File: src/rtl/pwm_pkg.sv
// Package: shared constants for the phase-accumulator PWM.
// Assumes a 32-bit control word with an 8-bit divisor in the low byte.
package pwm_pkg;
    localparam int CW_W     = 32;
    localparam int EN_BIT   = 31;
    localparam int RLD_BIT  = 30;
    localparam int STEP_LSB = 8;
    localparam int DIV_W    = 8;
    localparam int PH_W     = 8;
    localparam logic [DIV_W-1:0] DIV_FULL = 8'd255;

    // Phase limit below which the output is high
    function automatic logic [PH_W-1:0] high_limit(input logic [DIV_W-1:0] div);
        return DIV_FULL - div;
    endfunction
endpackage

File: src/rtl/pwm_ctrl_reg.sv
// Module: control word, shadow copy, reload flag and active copy.
// Assumes BU_W is between 8 and 22 so that the step field fits below bit 30.
// While the reload flag is set, only the enable bit of a write is taken.
module pwm_ctrl_reg
    import pwm_pkg::*;
#(
    parameter int BU_W = 10
) (
    input  logic             clk,
    input  logic             rst_n,
    input  logic             wr,
    input  logic [CW_W-1:0]  wdata,
    input  logic             wrap,
    output logic             en,
    output logic             rld,
    output logic             xfer,
    output logic [BU_W-1:0]  shd_step,
    output logic [DIV_W-1:0] shd_div,
    output logic [BU_W-1:0]  act_step,
    output logic [DIV_W-1:0] act_div,
    output logic [CW_W-1:0]  rdata
);
    localparam int FIELD_TOP = STEP_LSB + BU_W;

    // Reload fires at the wrap, or at once when no wrap can come
    always_comb begin
        xfer = rld && (!en || (act_step == '0) || wrap);
    end

    // Enable bit follows every write
    always_ff @(posedge clk) begin
        if (!rst_n) begin
            en <= 1'b0;
        end else if (wr) begin
            en <= wdata[EN_BIT];
        end
    end

    // Shadow fields and reload flag; frozen while a reload is pending
    always_ff @(posedge clk) begin
        if (!rst_n) begin
            rld      <= 1'b0;
            shd_step <= '0;
            shd_div  <= '0;
        end else if (rld) begin
            if (xfer) begin
                rld <= 1'b0;
            end
        end else if (wr) begin
            shd_step <= wdata[STEP_LSB +: BU_W];
            shd_div  <= wdata[DIV_W-1:0];
            rld      <= wdata[RLD_BIT];
        end
    end

    // Active copy loads from the shadow on a transfer
    always_ff @(posedge clk) begin
        if (!rst_n) begin
            act_step <= '0;
            act_div  <= '0;
        end else if (xfer) begin
            act_step <= shd_step;
            act_div  <= shd_div;
        end
    end

    // Read-back word assembly
    always_comb begin
        rdata = '0;
        rdata[EN_BIT] = en;
        rdata[RLD_BIT] = rld;
        rdata[STEP_LSB +: BU_W] = shd_step;
        rdata[DIV_W-1:0] = shd_div;
    end

    generate
        if (FIELD_TOP < RLD_BIT) begin : g_pad
            logic unused_pad;
            assign unused_pad = ^wdata[RLD_BIT-1:FIELD_TOP];
        end
    endgenerate
endmodule

File: src/rtl/pwm_phase_acc.sv
// Module: phase accumulator that adds the active step each clock.
// Assumes the accumulator is exactly as wide as the step; a carry marks a wrap.
// Held at zero while disabled, so no wrap is reported then.
module pwm_phase_acc #(
    parameter int W = 10
) (
    input  logic         clk,
    input  logic         rst_n,
    input  logic         en,
    input  logic [W-1:0] step,
    output logic [W-1:0] acc,
    output logic         wrap
);
    logic [W:0] sum;

    // Next phase with carry
    always_comb begin
        sum  = {1'b0, acc} + {1'b0, step};
        wrap = en && sum[W];
    end

    // Accumulator register
    always_ff @(posedge clk) begin
        if (!rst_n) begin
            acc <= '0;
        end else if (en) begin
            acc <= sum[W-1:0];
        end else begin
            acc <= '0;
        end
    end
endmodule

File: src/rtl/pwm_duty_cmp.sv
// Module: compares the top phase byte with 255 minus the divisor.
// Assumes W >= 8. Output is registered and forced low when disabled.
module pwm_duty_cmp
    import pwm_pkg::*;
#(
    parameter int W = 10
) (
    input  logic             clk,
    input  logic             rst_n,
    input  logic             en,
    input  logic [W-1:0]     acc,
    input  logic [DIV_W-1:0] div,
    output logic             pwm
);
    logic [PH_W-1:0] phase;
    logic            hit;

    // Phase taken from the accumulator's top byte
    always_comb begin
        phase = acc[W-1 -: PH_W];
        hit   = phase < high_limit(div);
    end

    // Registered, enable-gated output
    always_ff @(posedge clk) begin
        if (!rst_n) begin
            pwm <= 1'b0;
        end else begin
            pwm <= en && hit;
        end
    end

    generate
        if (W > PH_W) begin : g_low
            logic unused_low;
            assign unused_low = ^acc[W-PH_W-1:0];
        end
    endgenerate
endmodule

File: src/rtl/phase_pwm.sv
// Module: top of one PWM channel. Ties together the control register,
// the phase accumulator and the duty comparator.
// Assumes a single control word and no address decoding.
module phase_pwm
    import pwm_pkg::*;
#(
    parameter int BU_W = 10
) (
    input  logic            clk,
    input  logic            rst_n,
    input  logic            cfg_wr,
    input  logic [CW_W-1:0] cfg_wdata,
    output logic [CW_W-1:0] cfg_rdata,
    output logic            pwm_out
);
    logic             en;
    logic             rld;
    logic             xfer;
    logic             wrap;
    logic [BU_W-1:0]  shd_step;
    logic [DIV_W-1:0] shd_div;
    logic [BU_W-1:0]  act_step;
    logic [DIV_W-1:0] act_div;
    logic [BU_W-1:0]  acc;

    pwm_ctrl_reg #(.BU_W(BU_W)) u_ctrl (
        .clk      (clk),
        .rst_n    (rst_n),
        .wr       (cfg_wr),
        .wdata    (cfg_wdata),
        .wrap     (wrap),
        .en       (en),
        .rld      (rld),
        .xfer     (xfer),
        .shd_step (shd_step),
        .shd_div  (shd_div),
        .act_step (act_step),
        .act_div  (act_div),
        .rdata    (cfg_rdata)
    );

    pwm_phase_acc #(.W(BU_W)) u_acc (
        .clk   (clk),
        .rst_n (rst_n),
        .en    (en),
        .step  (act_step),
        .acc   (acc),
        .wrap  (wrap)
    );

    pwm_duty_cmp #(.W(BU_W)) u_cmp (
        .clk   (clk),
        .rst_n (rst_n),
        .en    (en),
        .acc   (acc),
        .div   (act_div),
        .pwm   (pwm_out)
    );

    logic unused_top;
    assign unused_top = ^{rld, xfer, shd_step, shd_div};
endmodule

File: config.mk
export PLATFORM = sky130hd
export DESIGN_NAME = phase_pwm
export DESIGN_NICKNAME = d
export VERILOG_FILES = /design/src/rtl/pwm_pkg.sv /design/src/rtl/pwm_ctrl_reg.sv /design/src/rtl/pwm_phase_acc.sv /design/src/rtl/pwm_duty_cmp.sv /design/src/rtl/phase_pwm.sv
export SDC_FILE = /design/constraint.sdc
export NUM_CORES = 1
export LEC_CHECK = 0
export BUFFER_PORTS_ARGS = -buffer_cell sky130_fd_sc_hd__buf_2
export CAP_MARGIN = 10
export CORE_MARGIN = 2
export CORE_UTILIZATION = 40
export CTS_BUF_LIST = sky130_fd_sc_hd__clkbuf_2
export DETAILED_ROUTE_END_ITERATION = 10
export GPL_TIMING_DRIVEN = 1
export SLEW_MARGIN = 20
export SYNTH_ARGS = -nofsm -noshare
export SYNTH_HDL_FRONTEND = slang
export SYNTH_SLANG_ARGS = --single-unit
File: constraint.sdc
create_clock -name clk -period 3.6 [get_ports clk]
set_input_delay 0.36 -clock clk [delete_from_list [all_inputs] [get_ports clk]]
set_output_delay 0.36 -clock clk [all_outputs]
set_load 0.01 [all_outputs]
* After elaboration in Yosys (flattened, before gate mapping) *
Index checks and enable logic that the tools add are counted.

operators by class
  $add $sub $neg = 2
  magnitude comparators = 1
  muxes and demuxes = 3
  bitwise gates (word level) = 1
  reduce and logical (&&, ||, !) cells = 9

operator list
  cell                                    count
  adder 10 x 10 -> 11 bit                 1
  logical NOT 10 bit                      1
  less-than comparator 8 bit              1
  subtractor 8 bit, first input constant  1
  AND reduction 2 bit                     2
  logical AND 1 bit                       3
  two-way mux 1 bit                       3
  logical OR 1 bit                        2
  logical NOT 1 bit                       1
  inverter 1 bit                          1

word-level totals
  register bits after elaboration = 49
  bits of input ports = 35
  output and inout bits = 33
  logic and storage cells = 24

* Depth between registers and ports, before layout *
Gate-level depths: netlist (run 1).

  depth after elaboration = 6
  depth in mapped cells = 9
  mapped depth without buffers = 7

* Cells and area by module *
A second synthesis (run 1) with hierarchy kept.

second synthesis, totals
  cell total of the unflattened synthesis = 295
  area, all modules = 2566.2 um^2

by module, submodules not included
  module         instances  cells each  area each (um^2)  sequential area each (um^2)
  pwm_ctrl_reg   1          205         1721.7            760.7
  pwm_phase_acc  1          73          665.6             200.2
  pwm_duty_cmp   1          17          178.9             20.0

* Least setup slack after synthesis (run 1) *
No wires, ideal clock.

  path kind = register to register
  start point = reg u_ctrl.act_step[0]
  end point = reg u_ctrl.act_div[0]
  setup time = 72 ps
  arrival = 2002 ps
  required time = 3528 ps
  slack = 1527 ps
  cell stages (with the launch flop) = 10
  buffers on the path = 2
  clock period less this slack = 2073 ps
  path through = dfxtp_1 > ha_1 > fa_1 > a211oi_2 > o21bai_1 > o2bb2ai_2 > o21ai_2 > buf_6 > buf_12 > mux2i_1

on the way
  word-level cells in the longest chain between the ends = 4
  elaborated cells on any way between the ends = 6
  classes of those cells = add/sub: 1; reduce/logical: 5

ends and longest elaborated chain
  what                                                                  line                                     RTL
  from (decl)                                                           pwm_ctrl_reg.sv:19                       output logic [BU_W-1:0] act_step,
  from (signal assigned)                                                pwm_ctrl_reg.sv:62                       act_step <= shd_step;
  adder 10 x 10 -> 11 bit / logical NOT 10 bit (equally long branches)  pwm_phase_acc.sv:18, pwm_ctrl_reg.sv:27
  logical AND 1 bit / logical OR 1 bit (equally long branches)          pwm_phase_acc.sv:19, pwm_ctrl_reg.sv:27
  logical OR 1 bit (*)                                                  pwm_ctrl_reg.sv:27                       xfer = rld && (!en || (act_step == '0) || wrap);
  logical AND 1 bit (*)                                                 pwm_ctrl_reg.sv:27
  to (signal assigned)                                                  pwm_ctrl_reg.sv:63                       act_div <= shd_div;
  to (decl)                                                             pwm_ctrl_reg.sv:20                       output logic [DIV_W-1:0] act_div,

Every way passes the cells marked *; elsewhere a longest branch is shown, timed or not.
A chain may end at the register's enable or synchronous reset.

* Worst setup path after layout (run 1) *
  start point = reg u_ctrl.act_step[0]
  end point = reg u_ctrl.act_div[1]

The elaborated chain is that of the path after synthesis.

==> flow_summary.rst, run 1 <==
.. list-table::
   :header-rows: 1

   * - Metric
     - Value
   * - Beginning of the worst register-to-register path
     - u_ctrl.act_step[0]
   * - R2R depth
     - 8
   * - Post-synthesis register bit count
     - 49
   * - Main area contributors after synthesis
     - sky130_fd_sc_hd__dfxtp_1, sky130_fd_sc_hd__nand2_1, sky130_fd_sc_hd__mux2i_1
   * - Minimum period implied by the final worst setup slack
     - 2.567 ns
   * - Type of element launching the critical path
     - flop
   * - Category of the most critical setup path
     - reg -> reg
   * - ANT cells
     - 0
   * - Number of cells traversed by the worst hold path
     - 3
   * - Crit path launch
     - u_ctrl.act_step[0]
   * - Mean instance size in the synthesized netlist
     - 8.938 µm²
   * - DR top layer
     - met4
   * - Required @ worst endpoint
     - approximately 4.0 ns
   * - DR WL met2
     - 2.089 mm
   * - Hold Startpoint
     - cfg_wdata[9]
   * - Number of setup violations in the final report
     - 0
   * - Average wire per cell in the routed design
     - 12.15 µm
   * - Status
     - finished, final reports clean
   * - Maximum capacitance violations
     - 0
   * - Number of pins exceeding their max-slew limit in the final report
     - 0
   * - Dominant cell type by area after synthesis
     - sky130_fd_sc_hd__dfxtp_1
   * - Cell area power density
     - ~330 nW/µm²
   * - Synthesis-to-layout area growth
     - 9.762%
   * - Overflow left after global routing
     - 0
   * - Length of the first detailed-routing pass in iterations
     - 4
   * - HPWL after detailed placement
     - 3.485 mm
   * - Number of post-CTS setup repair buffers
     - 0
   * - Achievable clock frequency
     - 389.6 MHz
   * - Proportion of synthesized flip-flops having asynchronous set or reset
     - 0%
   * - Most frequent cells after synthesis
     - sky130_fd_sc_hd__nand2_1, sky130_fd_sc_hd__dfxtp_1, sky130_fd_sc_hd__mux2i_1
   * - Delay of the slowest cell on the worst path
     - between 0.4 and 0.5 ns
   * - H-tree Lvls
     - 2
   * - DR WL met3
     - 163 µm
   * - Buffer type at the clock tree root
     - sky130_fd_sc_hd__clkbuf_2
   * - X dimension of the die
     - 81.82 µm
   * - Synthesized cell area
     - 2422 µm²
   * - Sequence of cells on the critical path
     - ha_1, fa_1, a211oi_2, o21bai_1, o2bb2ai_2, o21ai_2, buf_4, mux2i_1
   * - Post-synth cell types
     - 40
   * - DR vias
     - around 1800
   * - Combined global-route utilization of all metal layers
     - 15.51%
   * - Number of enable-type register cells in the synthesized netlist
     - 0
   * - Slew at the pin with the worst max-slew slack
     - just under 0.7 ns
   * - Global-route wire length before repair
     - approximately 8 mm
   * - Number of buffers on the longest clock path
     - 2
   * - Arrival @ worst endpoint
     - just under 3 ns
   * - Largest net degree at the start of global routing
     - 59
   * - Detailed Route WL
     - ~4.7 mm
   * - Worst Setup End Kind
     - flop
   * - Die Y-Extent
     - between 80 and 90 µm
   * - Core Footprint
     - roughly 5900 µm²
   * - RR Endpoint
     - u_ctrl.act_div[1]
   * - Number of synthesis warnings
     - 0
   * - Number of endpoints with negative hold slack in the final report
     - 0
   * - Area share of the largest cell type after synthesis
     - between 40% and 50%
   * - Leakage
     - 1.324 nW
   * - Number of global-route vias before repair
     - 1662
   * - Nets
     - approximately 360
   * - Die ar.
     - 6695 µm²
   * - Delay-heaviest family, CP
     - compound AO/OA/AOI/OAI gates
   * - Peak supply drop
     - 0.1564 mV
   * - Clk pin slew, worst setup/hold paths
     - roughly 0.25 ns
   * - Number of buffers created by CTS
     - 5
   * - Final RePlAce weighted congestion
     - around 0.78
   * - Worst slew margin relative to its limit
     - a little over half
   * - Unrepaired setup endpoints after global routing
     - no
   * - DRT antenna net count
     - 0
   * - Worst-Skew Late Latency
     - 0.42 ns
   * - Clock tree from TritonCTS
     - yes
   * - Syn Inst Count
     - 271
   * - Per-cell via count in the routed design
     - around 4.8
   * - Critical path buffers and inverters
     - 1
   * - Buffers added on ports
     - 43
   * - Period utilisation layout
     - 71.29%
   * - Path category of the worst min-delay check
     - in -> reg
   * - Number of violations reported at the end of detailed-routing iteration 0
     - 56
   * - Post-cts hold buffer count
     - 0
   * - Primary FF master, synth
     - sky130_fd_sc_hd__dfxtp_1
   * - Crit path max fanout
     - 13
   * - Cell with the biggest individual delay on the critical path
     - sky130_fd_sc_hd__fa_1
   * - Residual DRC
     - 0
   * - Initial core utilization
     - 41.16%
   * - Most repeated cell in the gate-level netlist after synthesis
     - sky130_fd_sc_hd__nand2_1
   * - Fraction of layout instances using a drive strength above 1
     - approximately a fifth
   * - Minimum setup slack among reg-to-reg paths
     - 1.03 ns
   * - Fraction of the yosys area taken by sequential cells
     - 40.50%
   * - Total negative setup slack
     - 0 ns
   * - Hold Crit Endpoint
     - u_ctrl.shd_step[1]
   * - Post-cts repair resize count
     - 0
   * - Antenna violations before repair
     - 0
   * - Largest clock skew in the final design
     - roughly 0.023 ns
   * - IO Pins
     - 68
   * - Tightest hold margin
     - 0.1487 ns
   * - Wire length on met1
     - 2.356 mm
   * - Clk sinks
     - a little under 50
   * - Power Total
     - 0.0008824 W
   * - Number of placement rows
     - 28
## report_power, final
group	switching (W)	total (W)	internal (W)	leakage, nW
Sequential	0.0000130	0.000573	0.000560	0.399
Clock	0.000171	0.000214	0.0000427	0.0278
Combinational	0.0000562	0.0000954	0.0000393	0.898
Total	0.000240	0.000882	0.000642	1.32
## flip-flops by register name (all words and copies together) (netlist names)
| signal | cells |
|---|---|
| u_ctrl.act_step | 10 |
| u_ctrl.rld | 1 |
| u_ctrl.shd_step | 10 |
| u_ctrl.en | 1 |
| u_acc.acc | 10 |
| u_ctrl.shd_div | 8 |
| u_cmp.pwm | 1 |
| u_ctrl.act_div | 8 |
## cell usage in the layout, fill, tap and decap left out, types with 4 or more instances in the layout
cell	n
sky130_fd_sc_hd__nand2_1	80
sky130_fd_sc_hd__dfxtp_1	49
sky130_fd_sc_hd__buf_2	43
sky130_fd_sc_hd__mux2i_1	22
sky130_fd_sc_hd__a21boi_0	18
sky130_fd_sc_hd__ha_1	17
sky130_fd_sc_hd__conb_1	12
sky130_fd_sc_hd__nor2_1	6
sky130_fd_sc_hd__a21oi_1	5
sky130_fd_sc_hd__clkbuf_2	5
sky130_fd_sc_hd__o21ai_0	4
sky130_fd_sc_hd__nand3_1	4
## worst register-to-register path, cell delays in order (launching register included)
cell and delay, ns:
sky130_fd_sc_hd__dfxtp_1 0.40, sky130_fd_sc_hd__ha_1 0.23, sky130_fd_sc_hd__fa_1 0.44, sky130_fd_sc_hd__a211oi_2 0.24, sky130_fd_sc_hd__o21bai_1 0.16, sky130_fd_sc_hd__o2bb2ai_2 0.16
sky130_fd_sc_hd__o21ai_2 0.34, sky130_fd_sc_hd__buf_4 0.33, sky130_fd_sc_hd__mux2i_1 0.22
## worst max path at each step
stage / endpoint / slack (ns) / depth (start not counted)
2_1_floorplan: u_ctrl.act_div[0] / 1.53 / 9
3_3_place_gp: u_ctrl.act_step[8] / 1.12 / 8
3_5_place_dp: u_ctrl.act_div[1] / 1.09 / 8
4_1_cts: u_ctrl.act_div[1] / 1.02 / 8
5_1_grt: u_ctrl.act_div[4] / 0.85 / 8
6_report: u_ctrl.act_div[1] / 1.03 / 8
## metrics by stage
stage               setup slack (ns)  util (%)  area, µm²  std cells
floorplan                      1.527         -       2464        282
finish                         1.033     45.17       2659        385
global placement               1.117     44.54       2621        377
CTS                            1.015     45.17       2659        385
global route                  0.8515     45.17       2659        385
detailed placement             1.087     44.54       2621        377
## per-layer routing
layer,vias to the layer above,track usage (%)
met5,-,0
met4,0,5.000
met3,5,2.637
met2,38,23.09
met1,838,22.71
li1,967,-
## logic make-up (layout without fill, tap and decap cells)
kind of cell	count (synthesis)	count (layout)	share of synthesized area (%)
other	1	12	0.1548
AOI/OAI and AO/OA	45	45	13.89
xor gates and xnor gates	4	4	1.447
buffers and inverters	28	56	7.490
and+or+nand+nor	104	104	17.82
DFF	49	49	40.50
adders and majority gates	18	18	9.607
muxes	22	22	9.091
## area by class of cell
cell class / instances / area, µm²
clock inverter: 3 / 12.51
inverter: 2 / 7.507
tap: 75 / 93.84
timing repair buffer: 46 / 237.7
fill: 616 / 3227
clock buffer: 5 / 25.02
sequential: 49 / 980.9
multi-input combinational: 205 / 1301
(Power assumes the default switching activity.)
==> run 2, diff against run 1 <==
==> constraint.sdc (replaced) <==
create_clock -name clk -period 2.5 [get_ports clk]
set_input_delay 0.25 -clock clk [delete_from_list [all_inputs] [get_ports clk]]
set_output_delay 0.25 -clock clk [all_outputs]
set_load 0.01 [all_outputs]
==> run 2 against run 1 <==
Global-route usage decreased by 0.22 points. Die area is the same. Flip-flop and latch count did not move. Utilization up 1.1 points. Clock power rose by 89%. Cell count is 0.52% higher.
==> flow_summary.rst, run 2 (same netlist as run 1, synthesis figures left out) <==
.. list-table::
   :header-rows: 1

   * - Metric
     - Value
   * - Status
     - finished, final reports clean
   * - DR top layer
     - met4
   * - Clk pin slew, worst setup/hold paths
     - 0.25 ns
   * - Largest net degree at the start of global routing
     - 59
   * - Type of element launching the critical path
     - flop
   * - Crit path max fanout
     - 13
   * - Number of violations reported at the end of detailed-routing iteration 0
     - 45
   * - Wire length on met1
     - 2.287 mm
   * - Nets
     - 365
   * - Number of pins exceeding their max-slew limit in the final report
     - 0
   * - Clock tree from TritonCTS
     - yes
   * - Synthesis-to-layout area growth
     - 12.35%
   * - Number of global-route vias before repair
     - about 1700
   * - Minimum period implied by the final worst setup slack
     - 2.218 ns
   * - Cell with the biggest individual delay on the critical path
     - sky130_fd_sc_hd__fa_1
   * - Final RePlAce weighted congestion
     - 0.7923
   * - Slew at the pin with the worst max-slew slack
     - 0.6880 ns
   * - IO Pins
     - 68
   * - H-tree Lvls
     - 2
   * - Worst-Skew Late Latency
     - 0.42 ns
   * - Number of buffers created by CTS
     - 5
   * - Length of the first detailed-routing pass in iterations
     - 4
   * - ANT cells
     - 0
   * - Clk sinks
     - 49
   * - X dimension of the die
     - slightly above 80 µm
   * - Sequence of cells on the critical path
     - ha_1, fa_1, a211oi_2, o21bai_1, o2bb2ai_2, o21ai_2, buf_12, mux2i_1
   * - Path category of the worst min-delay check
     - in -> reg
   * - Detailed Route WL
     - 4.644 mm
   * - Buffer type at the clock tree root
     - sky130_fd_sc_hd__clkbuf_2
   * - Worst Setup End Kind
     - flop
   * - Die Y-Extent
     - 81.82 µm
   * - Antenna violations before repair
     - 0
   * - Required @ worst endpoint
     - roughly 2.9 ns
   * - DR WL met3
     - 187 µm
   * - Worst slew margin relative to its limit
     - ~54%
   * - Achievable clock frequency
     - between 400 and 500 MHz
   * - Die ar.
     - 6695 µm²
   * - Per-cell via count in the routed design
     - between 4 and 5
   * - Highest-count cells in the layout ignoring fill and taps
     - sky130_fd_sc_hd__nand2_1, sky130_fd_sc_hd__dfxtp_1, sky130_fd_sc_hd__buf_2
   * - HPWL after detailed placement
     - between 3 and 4 mm
   * - Post-cts repair resize count
     - 0
   * - DR vias
     - roughly 1900
   * - Post-layout util
     - a little under half
   * - Commonest non-fill, non-tap cell in the layout
     - sky130_fd_sc_hd__nand2_1
   * - Number of endpoints with negative hold slack in the final report
     - 0
   * - Unrepaired setup endpoints after global routing
     - no
   * - DRT antenna net count
     - 0
   * - Delay-heaviest family, CP
     - compound AO/OA/AOI/OAI gates
   * - Largest clock skew in the final design
     - 0.02238 ns
   * - Top Registers
     - u_acc.acc: 10 flops, u_ctrl.act_step: 10 flops, u_ctrl.shd_step: 10 flops
   * - Number of buffers on the longest clock path
     - 2
   * - Peak supply drop
     - 0.3274 mV
   * - Delay of the slowest cell on the worst path
     - 0.43 ns
   * - Combined global-route utilization of all metal layers
     - 15.29%
   * - Buffers added on ports
     - 43
   * - Number of post-CTS setup repair buffers
     - 0
   * - Cell area power density
     - 504.8 nW/µm²
   * - Period utilisation layout
     - 88.70%
   * - DR WL met2
     - about 2.1 mm
   * - Number of setup violations in the final report
     - 0
   * - Leakage
     - 1.354 nW
   * - Post-cts hold buffer count
     - 0
   * - Critical path buffers and inverters
     - 1
   * - Number of placement rows
     - 28
   * - Category of the most critical setup path
     - reg -> reg
   * - Overflow left after global routing
     - 0
   * - Arrival @ worst endpoint
     - 2.58 ns
   * - Total negative setup slack
     - 0 ns
   * - Average wire per cell in the routed design
     - roughly 12 µm
   * - Core Footprint
     - 5886 µm²
   * - Initial core utilization
     - about two fifths
   * - Global-route wire length before repair
     - roughly 7.9 mm
   * - Residual DRC
     - 0
   * - Fraction of layout instances using a drive strength above 1
     - around a fifth
   * - Maximum capacitance violations
     - 0
==> run 2: through the flow <==
step | power [W] | instance area, µm² | setup WS (ns) | std cells | hold slack, ns
after floorplan | 0.0009439 | 2464 | 0.4267 | 282 | 0.3887
after global placement | 0.0009812 | 2641 | 0.3287 | 378 | 0.4535
after detailed placement | 0.0009834 | 2641 | 0.2993 | 378 | 0.4626
after CTS | 0.001391 | 2701 | 0.2686 | 385 | 0.01245
after global routing | 0.001445 | 2721 | 0.1086 | 387 | 0.001979
final | 0.001374 | 2721 | 0.2824 | 387 | 0.03509
==> run 2: worst paths after layout <==
kind	from	to	slack, ns	cells after the start
hold / removal	cfg_wdata[3]	u_ctrl.shd_div[3]	0.04	3
setup reg to reg	u_ctrl.act_step[0]	u_ctrl.act_div[4]	0.28	8
setup / recovery	u_ctrl.act_step[0]	u_ctrl.act_div[4]	0.28	8
hold reg to reg	u_ctrl.shd_step[6]	u_ctrl.act_step[6]	0.48	2
==> run 2: power breakdown <==
group	internal, W	switching (W)
clock	0.000162	0.000243
sequential	0.000807	0.0000191
combinational	0.0000609	0.0000814
total	0.00103	0.000344
==> run 2: routing by layer <==
metal | global-route usage [%] | vias to the layer above
met5 | 0 | -
met4 | 5.500 | 0
met3 | 3.516 | 6
met2 | 23.66 | 38
met1 | 20.83 | 849
li1 | - | 970
==> run 2: worst min-delay path: stages <==
cell and delay, ns:
sky130_fd_sc_hd__buf_2 0.09, sky130_fd_sc_hd__nand2_1 0.04, sky130_fd_sc_hd__a21boi_0 0.06
==> run 2: area by class of cell <==
| class | instances | area (µm²) |
|---|---|---|
| clock buffers | 5 | 25.02 |
| clock inverters | 2 | 35.03 |
| fillers | 603 | 3164 |
| inverters | 2 | 7.507 |
| multi-input cells | 205 | 1301 |
| flip-flops and latches | 49 | 980.9 |
| well taps | 75 | 93.84 |
| repair buffers | 49 | 277.8 |
==> run 3, diff against run 2 <==
--- a/config.mk
+++ b/config.mk
@@ -15,4 +15,5 @@
 export SLEW_MARGIN = 20
 export SYNTH_ARGS = -nofsm -noshare
 export SYNTH_HDL_FRONTEND = slang
+export SYNTH_HIERARCHICAL = 1
 export SYNTH_SLANG_ARGS = --single-unit
==> run 3 against run 2 <==
Sequential power increased by 2%. Flip-flop and latch count unchanged. Register-to-register slack got worse by 0.20 ns.
==> flow_summary.rst, run 3 <==
.. list-table::
   :header-rows: 1

   * - Metric
     - Value
   * - Cell area power density
     - about 520 nW/µm²
   * - Clk pin slew, worst setup/hold paths
     - between 0.2 and 0.25 ns
   * - Global-route wire length before repair
     - 7.955 mm
   * - Switching part of the total
     - 26.50%
   * - Length of the first detailed-routing pass in iterations
     - 4
   * - Buffers added on ports
     - 43
   * - Clk sinks
     - 49
   * - Highest-count cells in the layout ignoring fill and taps
     - sky130_fd_sc_hd__nand2_1, sky130_fd_sc_hd__dfxtp_1, sky130_fd_sc_hd__buf_2
   * - Core Footprint
     - 5886 µm²
   * - Power Total
     - ~0.0015 W
   * - Period utilisation layout
     - 96.87%
   * - Final RePlAce weighted congestion
     - 0.8199
   * - Minimum period implied by the final worst setup slack
     - 2.422 ns
   * - Mean instance size in the synthesized netlist
     - 8.795 µm²
   * - Top Registers
     - u_acc/acc: 10 flops, u_ctrl/act_step: 10 flops, u_ctrl/shd_step: 10 flops
   * - Synthesized cell area
     - 2427 µm²
   * - Path category of the worst min-delay check
     - in -> reg
   * - Number of endpoints with negative hold slack in the final report
     - 0
   * - Clock group share of total power
     - 27.6%
   * - Slew at the pin with the worst max-slew slack
     - 0.6576 ns
   * - Number of buffers created by CTS
     - 5
   * - Total negative setup slack
     - 0 ns
   * - Average wire per cell in the routed design
     - between 10 and 15 µm
   * - Antenna violations before repair
     - 0
   * - Required @ worst endpoint
     - between 2 and 3 ns
   * - Per-cell via count in the routed design
     - 4.833
   * - HPWL after detailed placement
     - 3.666 mm
   * - Commonest non-fill, non-tap cell in the layout
     - sky130_fd_sc_hd__nand2_1
   * - DR vias
     - 1933
   * - Overflow left after global routing
     - 0
   * - Part of the power in combinational logic
     - between 10% and 20%
   * - Synthesis-to-layout area growth
     - 15.10%
   * - Power dissipated by switching net loads
     - just under 0.0004 W
   * - Part of the total power dissipated in sequential elements
     - between 50% and 60%
   * - Initial core utilization
     - 41.24%
   * - Type of element launching the critical path
     - flop
   * - Status
     - finished, final reports clean
   * - X dimension of the die
     - between 80 and 90 µm
   * - Clock tree from TritonCTS
     - yes
   * - Number of pins exceeding their max-slew limit in the final report
     - 0
   * - Maximum capacitance violations
     - 0
   * - Number of synthesis warnings
     - 6
   * - Residual DRC
     - 0
   * - Peak supply drop
     - between 0.3 and 0.4 mV
   * - H-tree Lvls
     - 2
   * - Buffer type at the clock tree root
     - sky130_fd_sc_hd__clkbuf_2
   * - Worst slew margin relative to its limit
     - 56.16%
   * - Internal Power
     - 0.001076 W
   * - Achievable clock frequency
     - 412.9 MHz
   * - Combined global-route utilization of all metal layers
     - around 15%
   * - Category of the most critical setup path
     - reg -> reg
   * - Crit path max fanout
     - 4
   * - Largest clock skew in the final design
     - 0.009403 ns
   * - Largest net degree at the start of global routing
     - 26
   * - IO Pins
     - 68
   * - Leakage
     - 1.327 nW
   * - Detailed Route WL
     - 4.873 mm
   * - Worst Setup End Kind
     - flop
   * - Unrepaired setup endpoints after global routing
     - yes
   * - Syn Inst Count
     - 276
   * - Number of placement rows
     - 28
   * - Nets
     - 378
   * - Number of buffers on the longest clock path
     - 2
   * - Die Y-Extent
     - 81.90 µm
   * - DRT antenna net count
     - 0
   * - Number of setup violations in the final report
     - 0
   * - Die ar.
     - 6708 µm²
   * - Worst-Skew Late Latency
     - 0.40 ns
   * - Number of global-route vias before repair
     - 1739
   * - Number of violations reported at the end of detailed-routing iteration 0
     - 52
   * - ANT cells
     - 0
   * - Fraction of layout instances using a drive strength above 1
     - about 22%
   * - Arrival @ worst endpoint
     - 2.77 ns
[run 3: cell types whose count changed in the layout (fill, tap and decap cells not counted), sizes merged, moves of 6 or more]
cell	previous run	this run
a21oi	5	11
mux2i	22	14
buf	47	55
a21boi	19	12
inv	2	8
nand2	80	70
[run 3: stage by stage]
step	area (µm²)	utilization, %	worst slack [ns]	std cells	hold WS, ns
after floorplan	2469	-	0.007652	287	0.3860
after global placement	2681	45.56	0.09179	389	0.4562
after detailed placement	2681	45.56	0.09119	389	0.4640
after CTS	2741	46.58	0.02276	396	0.02494
after global routing	2794	47.47	-0.04800	400	0.001657
final	2794	47.47	0.07835	400	0.05278
[run 3: critical path, stage by stage, from the launching register on]
cell	delay (ns)
sky130_fd_sc_hd__dfxtp_1	0.39
sky130_fd_sc_hd__ha_1	0.34
sky130_fd_sc_hd__nor2b_4	0.15
sky130_fd_sc_hd__o31a_1	0.31
sky130_fd_sc_hd__o21a_1	0.21
sky130_fd_sc_hd__o21ai_1	0.14
sky130_fd_sc_hd__a21oi_1	0.08
sky130_fd_sc_hd__o21ai_1	0.18
sky130_fd_sc_hd__o21a_1	0.22
sky130_fd_sc_hd__buf_4	0.17
sky130_fd_sc_hd__mux2i_1	0.18
[run 3: path summary, 6_finish.rpt]
| check | from | to | slack, ns | cells after the start |
|---|---|---|---|---|
| worst max-delay path | u_acc/acc[2] | u_ctrl/act_div[4] | 0.08 | 10 |
| worst min-delay path | cfg_wdata[3] | u_ctrl/shd_div[3] | 0.05 | 3 |
| worst max register to register | u_acc/acc[2] | u_ctrl/act_div[4] | 0.08 | 10 |
| worst min register to register | u_ctrl/act_div[3] | u_ctrl/act_div[3] | 0.48 | 2 |
[run 3: cell type report]
cell class                 count  area [µm²]
fill                         611        3092
tap                           75       93.84
clock buffer                   5       25.02
timing repair buffer          56       319.1
clock inverter                 2       35.03
multi-input combinational    205        1309
sequential                    49       982.2
inverter                       8       30.03
[run 3: power groups by stage]
stage | combinational, W | clock [W] | sequential (W)
3_5_place_dp | 0.000213 | 0 | 0.000860
6_report | 0.000215 | 0.000404 | 0.000845
3_3_place_gp | 0.000212 | 0 | 0.000859
2_1_floorplan | 0.000153 | 0 | 0.000863
5_1_grt | 0.000243 | 0.000452 | 0.000851
4_1_cts | 0.000215 | 0.000419 | 0.000845
[run 3: layer usage]
metal	GRT usage (%)	vias up	wire, µm
li1	-	1011	-
met5	0	-	0
met3	3.626	2	145
met1	21.29	883	2449
met2	23.82	37	2244
met4	4.000	0	34
[run 3: timing repair]
action / 4_1_cts / 5_1_grt
gates resized for setup: 0 / 7
hold endpoints to repair: 0 / 1
setup endpoints to repair: 0 / 19
hold buffers: 0 / 1
setup buffers: 0 / 3
